### config.mk
export PLATFORM = sky130hd
export DESIGN_NAME = pixel_region_buffer
export DESIGN_NICKNAME = d
export VERILOG_FILES = /design/src/rtl/pixreg_pkg.sv /design/src/rtl/pixreg_datapath.sv /design/src/rtl/pixreg_ctrl.sv /design/src/rtl/pixel_region_buffer.sv
export SDC_FILE = /design/constraint.sdc
export NUM_CORES = 1
export LEC_CHECK = 0
export BUFFER_PORTS_ARGS = -buffer_cell sky130_fd_sc_hd__buf_4
export CAP_MARGIN = 20
export CELL_PAD_IN_SITES_DETAIL_PLACEMENT = 1
export CELL_PAD_IN_SITES_GLOBAL_PLACEMENT = 2
export CORE_MARGIN = 2
export CORE_UTILIZATION = 47
export CTS_BUF_LIST = sky130_fd_sc_hd__clkbuf_4
export CTS_CLUSTER_SIZE = 10
export DETAILED_ROUTE_END_ITERATION = 16
export PLACE_DENSITY_LB_ADDON = 0.15
export REMOVE_ABC_BUFFERS = 1
export SKIP_CTS_REPAIR_TIMING = 1
export SLEW_MARGIN = 20
export SYNTH_ARGS = -nofsm -noshare
export SYNTH_HDL_FRONTEND = slang
export SYNTH_SLANG_ARGS = --single-unit
### constraint.sdc
create_clock -name clk -period 6.2 [get_ports clk]
set_input_delay 0.93 -clock clk [delete_from_list [all_inputs] [get_ports clk]]
set_output_delay 0.93 -clock clk [all_outputs]
set_load 0.02 [all_outputs]
### src/rtl/pixreg_pkg.sv
package pixreg_pkg;

  typedef enum logic [1:0] {
    SLOT_FREE,
    SLOT_MEAS,
    SLOT_WAIT,
    SLOT_TRIG
  } slotState_e;

  // strobes from control to datapath
  typedef struct packed {
    logic winStart;  // a window opens this edge
    logic winOpen;   // a window is already open
    logic wrEn;      // commit the accumulated ToT into wrIdx
  } dpStrobe_t;

endpackage

### src/rtl/pixreg_datapath.sv
module pixreg_datapath
  import pixreg_pkg::*;
#(
  parameter int NPIX      = 4,
  parameter int NSLOT     = 5,
  parameter int TOTW      = 4,
  parameter int LARGE_TOT = 4,
  parameter int IDXW      = 3
) (
  input  logic                 clk,
  input  logic                 rstN,
  input  logic [NPIX-1:0]      disc,
  input  dpStrobe_t            strobe,
  input  logic [IDXW-1:0]      wrIdx,
  input  logic [IDXW-1:0]      rdIdx,
  output logic                 anyLarge,
  output logic [NPIX*TOTW-1:0] rdData
);

  logic [NPIX-1:0][TOTW-1:0] acc;
  logic [NPIX-1:0][TOTW-1:0] accNext;
  logic [NPIX*TOTW-1:0]      store [NSLOT];

  always_comb begin
    anyLarge = 1'b0;
    for (int p = 0; p < NPIX; p++) begin
      accNext[p] = (strobe.winStart ? '0 : acc[p]) + TOTW'(disc[p]);
      if (accNext[p] >= TOTW'(LARGE_TOT)) anyLarge = 1'b1;
    end
  end

  always_ff @(posedge clk or negedge rstN) begin
    if (!rstN) acc <= '0;
    else if (strobe.winStart || strobe.winOpen) acc <= accNext;
  end

  always_ff @(posedge clk) begin
    if (strobe.wrEn) store[wrIdx] <= accNext;
  end

  assign rdData = store[rdIdx];

endmodule

### src/rtl/pixreg_ctrl.sv
module pixreg_ctrl
  import pixreg_pkg::*;
#(
  parameter int NPIX  = 4,
  parameter int NSLOT = 5,
  parameter int TOTW  = 4,
  parameter int LATW  = 8,
  parameter int IDXW  = 3
) (
  input  logic            clk,
  input  logic            rstN,
  input  logic [NPIX-1:0] disc,
  input  logic            l1Trig,
  input  logic [LATW-1:0] trigLatency,
  input  logic            tokenIn,
  input  logic            rdAccept,
  input  logic            anyLarge,
  output dpStrobe_t       strobe,
  output logic [IDXW-1:0] wrIdx,
  output logic [IDXW-1:0] rdIdx,
  output logic            tokenOut,
  output logic            rdValid,
  output logic            overflow,
  output logic            regionBusy
);

  localparam int MAXSAMP = (1 << TOTW) - 1;

  slotState_e       slotSt [NSLOT];
  logic [LATW-1:0]  latCnt [NSLOT];
  logic [NPIX-1:0]  discPrev;
  logic             winOpen;
  logic             dropEvt;
  logic [TOTW-1:0]  winCnt;
  logic [TOTW-1:0]  cntNext;
  logic [IDXW-1:0]  measSlot;
  logic [IDXW-1:0]  allocIdx;
  logic             haveFree, hasTrig, allFree;
  logic             startEvt, closeEvt, rdDone;

  always_comb begin
    haveFree = 1'b0;
    hasTrig  = 1'b0;
    allFree  = 1'b1;
    allocIdx = '0;
    rdIdx    = '0;
    for (int i = NSLOT - 1; i >= 0; i--) begin
      if (slotSt[i] == SLOT_FREE) begin
        haveFree = 1'b1;
        allocIdx = IDXW'(i);
      end else begin
        allFree = 1'b0;
      end
      if (slotSt[i] == SLOT_TRIG) begin
        hasTrig = 1'b1;
        rdIdx   = IDXW'(i);
      end
    end
  end

  assign startEvt   = !winOpen && ((disc & ~discPrev) != '0);
  assign cntNext    = winCnt + TOTW'(1);
  assign closeEvt   = winOpen && ((disc == '0) || (cntNext == TOTW'(MAXSAMP)));
  assign rdValid    = tokenIn && hasTrig;
  assign rdDone     = rdValid && rdAccept;
  assign tokenOut   = tokenIn && !hasTrig;
  assign regionBusy = winOpen || !allFree;
  assign wrIdx      = measSlot;

  assign strobe.winStart = startEvt;
  assign strobe.winOpen  = winOpen;
  assign strobe.wrEn     = closeEvt && !dropEvt && anyLarge;

  always_ff @(posedge clk or negedge rstN) begin
    if (!rstN) begin
      discPrev <= '0;
      winOpen  <= 1'b0;
      dropEvt  <= 1'b0;
      winCnt   <= '0;
      measSlot <= '0;
      overflow <= 1'b0;
    end else begin
      discPrev <= disc;
      if (startEvt) begin
        winOpen  <= 1'b1;
        winCnt   <= TOTW'(1);
        measSlot <= allocIdx;
        dropEvt  <= !haveFree;
        if (!haveFree) overflow <= 1'b1;
      end else if (closeEvt) begin
        winOpen <= 1'b0;
      end else if (winOpen) begin
        winCnt <= cntNext;
      end
    end
  end

  for (genvar i = 0; i < NSLOT; i++) begin : g_slot
    always_ff @(posedge clk or negedge rstN) begin
      if (!rstN) begin
        slotSt[i] <= SLOT_FREE;
        latCnt[i] <= '0;
      end else begin
        case (slotSt[i])
          SLOT_FREE: begin
            if (startEvt && haveFree && allocIdx == IDXW'(i)) begin
              slotSt[i] <= SLOT_MEAS;
              latCnt[i] <= trigLatency;
            end
          end
          SLOT_MEAS: begin
            if (latCnt[i] != '0) latCnt[i] <= latCnt[i] - LATW'(1);
            if (closeEvt && !dropEvt && measSlot == IDXW'(i))
              slotSt[i] <= anyLarge ? SLOT_WAIT : SLOT_FREE;
          end
          SLOT_WAIT: begin
            if (latCnt[i] == '0) slotSt[i] <= l1Trig ? SLOT_TRIG : SLOT_FREE;
            else latCnt[i] <= latCnt[i] - LATW'(1);
          end
          SLOT_TRIG: begin
            if (rdDone && rdIdx == IDXW'(i)) slotSt[i] <= SLOT_FREE;
          end
          default: slotSt[i] <= SLOT_FREE;
        endcase
      end
    end
  end

endmodule

### src/rtl/pixel_region_buffer.sv
module pixel_region_buffer
  import pixreg_pkg::*;
#(
  parameter int NPIX      = 4,
  parameter int NSLOT     = 5,
  parameter int TOTW      = 4,
  parameter int LATW      = 8,
  parameter int LARGE_TOT = 4
) (
  input  logic                 clk,
  input  logic                 rstN,
  input  logic [NPIX-1:0]      disc,
  input  logic                 l1Trig,
  input  logic [LATW-1:0]      trigLatency,
  input  logic                 tokenIn,
  input  logic                 rdAccept,
  output logic                 tokenOut,
  output logic                 rdValid,
  output logic [NPIX*TOTW-1:0] rdData,
  output logic                 overflow,
  output logic                 regionBusy
);

  localparam int IDXW = (NSLOT > 1) ? $clog2(NSLOT) : 1;

  dpStrobe_t       strobe;
  logic [IDXW-1:0] wrIdx, rdIdx;
  logic            anyLarge;

  pixreg_ctrl #(
    .NPIX(NPIX), .NSLOT(NSLOT), .TOTW(TOTW), .LATW(LATW), .IDXW(IDXW)
  ) u_ctrl (
    .clk(clk), .rstN(rstN), .disc(disc), .l1Trig(l1Trig),
    .trigLatency(trigLatency), .tokenIn(tokenIn), .rdAccept(rdAccept),
    .anyLarge(anyLarge), .strobe(strobe), .wrIdx(wrIdx), .rdIdx(rdIdx),
    .tokenOut(tokenOut), .rdValid(rdValid), .overflow(overflow),
    .regionBusy(regionBusy)
  );

  pixreg_datapath #(
    .NPIX(NPIX), .NSLOT(NSLOT), .TOTW(TOTW), .LARGE_TOT(LARGE_TOT), .IDXW(IDXW)
  ) u_dp (
    .clk(clk), .rstN(rstN), .disc(disc), .strobe(strobe),
    .wrIdx(wrIdx), .rdIdx(rdIdx), .anyLarge(anyLarge), .rdData(rdData)
  );

endmodule

==> results.ini <==
[timing]
hold_slack_ns=0.299
fin_skew_ns=0.0283
slew_headroom_pct=30.7
tightest_slew_ns=1.04
post-route-worst-setup-slack_ns=1.91
setup-violations-final=0
fin_setup_tns_ns=0
period_minus_slack_ns=4.29
timing.fmax_mhz=233
slew_viols_final=0
grt_setup_unrepaired=no
final_period_util_pct=69.2
timing.final.hold_violations=0

[clock_tree]
ctsRootBufferMaster=clkbuf_4
cts.htree.levels=4
tritoncts_clock_tree=yes
clock-sinks=160
clkSlewWorstSetupHoldPaths_ns=0.15
numCtsBuffers=17
worst_skew_pair.late_latency_ns=0.59
ctsLongestPathBuffers=2

[finish]
syn_to_final_growth_pct=10.1
final.fill_count=1876
layout.core_utilization_pct=52.4
post_route_cells_drive_above_1_share_pct=14.5
final_net_count=819

[power]
total_leakage_power_nw=3.61
vdd_ir_drop_max_uv=220
tot_pwr_w=0.00488
powerDensity_nw_per_um2=544

[placement]
dp_worst_setup_slack_ns=1.63
place_hpwl_um=14600
placement.io_buffers=36
gp_congestion=0.760

[worst_setup_path]
rr_startpoint=u_ctrl.discPrev[0]
path_class=register to primary output
crit_path_end_kind=primary output
worstPathMaxFanout=16
critical_path_arrival_ns=3.36
setup.reg_to_reg.worst_slack_ns=2.21
reg2reg_to=u_dp.store[4][1]
worst-r2r-cell-count=11
setup.worst_path.start_class=register
worst-endpoint-required_ns=5.27

[run]
cap_viol_max_count=0

[route]
vias_post_dr=5920
dr.pass1.iters=5
detail_route.wirelength_um=20600
number_of_nets_with_antenna_violations_after_routing=0
routed_via_density=5.91
initialDrtViolationCount=346
detail_route.wl_per_cell_um=20.6
drt_drc_violations_left=0

[synth]
synth.lib_cells_used.distinct=70
synth_area_per_cell_um2=11.1
synth-seq-cells=160
ys_async_sr_fraction_pct=50.0
synth_ff_type=edfxtp_1
synthCells=731
share_of_the_yosys_chip_area_belonging_to_registers_pct=54.1
synth.yosys.warnings=0
synth_area_um2=8150
synth_edf_count=80

[die]
initial_utilization_pct=47.6
floorplan.die.width_um=136
rows=48
core_outline_area_um2=17100
die_h_um=136
die-area_um2=18400
ios=37

[grt]
overflow=0
grt_antenna_before_repair=1
wire_length_of_the_first_global_routing_pass_um=33000
grt_util_all_layers_pct=23.6
grt_start_max_net_pins=43
via_count_of_the_first_global_routing_pass=6161

[run_status]
run_status=completed

[worst_hold_path]
timing.hold.worst.class=primary input to async pin

[worst max path at each step]
stage	startpoint	cells past startpoint	slack, ns	end
after global placement	disc[1]	12	1.82	u_dp.store[2][8]
final	u_ctrl.slotSt[7]	6	1.91	rdData[6]
after floorplan	disc[0]	10	1.86	u_dp.store[3][0]
after CTS	u_ctrl.slotSt[6]	6	1.86	rdData[2]
after detailed placement	disc[0]	12	1.63	u_dp.store[4][5]
after global routing	u_ctrl.slotSt[7]	6	1.69	rdData[2]
[flip-flops by register name, indices dropped and copies added, names as in the netlist]
| name | cells |
|---|---|
| u_ctrl.slotSt | 10 |
| u_ctrl.latCnt | 40 |
| u_ctrl.winOpen | 1 |
| u_ctrl.dropEvt | 1 |
| u_ctrl.discPrev | 4 |
| u_ctrl.overflow | 1 |
| u_dp.acc | 16 |
| u_ctrl.wrIdx | 3 |
| u_dp.store | 80 |
| u_ctrl.winCnt | 4 |
[layer usage]
metal	GRT usage, %	vias up	wire length (µm)
li1	-	2809	-
met1	28.3	3020	8830
met2	43.5	70	11100
met3	3.78	21	408
met4	6.89	0	327
met5	0	-	0
[power breakdown]
| part | internal [W] | switching (W) | leakage [nW] | total [W] |
|---|---|---|---|---|
| logic | 0.000971 | 0.00149 | 1.75 | 0.00246 |
| registers | 0.00148 | 0.000249 | 1.68 | 0.00173 |
| clock network | 0.000235 | 0.000456 | 0.175 | 0.000691 |
[placed cells by master (no fill, tap or decap), drive strengths merged, types with 4 or more instances in the layout]
master,n
o22a,22
nor2b,8
ha,40
mux2i,21
or3,7
a221oi,4
buf,44
nor4,7
a31oi,7
a222oi,14
a21oi,44
nor2,57
nor3b,5
o41ai,5
xor2,4
nand2,55
nand4b,4
a41oi,10
and2,12
a211o,7
nand2b,5
clkbuf,17
nand3b,4
dfrtp,80
nor3,11
or2,5
edfxtp,80
mux2,15
nand3,12
o21ai,61
nand4,4
clkinv,5
inv,50
[logic make-up (layout without fill, tap and decap cells)]
kind of cell,count (synthesis),in the layout,synth area share (%)
adders and majority gates,40,40,6.14
and+or+nand+nor,209,209,13.3
AOI/OAI and AO/OA,206,206,17.6
buffers and inverters,73,117,3.50
xor gates and xnor gates,7,7,0.752
DFF,160,160,54.1
muxes,36,36,4.65
other,0,1,0
[worst max-delay path: stages (launching register included)]
cell      delay, ns
dfrtp_1        0.45
ha_1           0.35
nor4_1         0.62
and2_1         0.73
a222oi_1       0.18
o21ai_0        0.23
buf_4          0.22
[metrics by stage]
step	instance area [µm²]	cells
3_5_place_dp	8640	968
6_report	8970	1001
3_3_place_gp	8640	968
5_1_grt	8970	1001
4_1_cts	8970	1000
2_1_floorplan	8020	699
[cells in the mapped netlist (all sizes together) (7+ instances only)]
master   n  area (µm²)
nor3    11        55.1
nand2   55         206
clkbuf  25        93.8
o22a    22         193
a222oi  14         140
a41oi   10        95.1
a21oi   44         224
nor4     7        43.8
inv     41         154
or3      7        43.8
a31oi    7        43.8
and2    12        75.1
dfrtp   80        2000
a211o    7        61.3
nor2    57         214
edfxtp  80        2400
nand3   12        60.1
mux2    15         169
buf      7        37.5
ha      40         500
mux2i   21         210
o21ai   61         305
nor2b    8        50.1
[area by class of cell]
class                      count  area [µm²]  share of cell area (%)
inverter                      41         154                    1.72
clock inverter                15         203                    2.26
clock buffer                  17         128                    1.42
tap                          225         282                    3.14
timing repair buffer          44         330                    3.68
sequential                   160        4400                    49.1
multi-input combinational    498        3470                    38.7
antenna                        1        2.50                  0.0279
No activity file was read; power rests on OpenSTA's default activity.
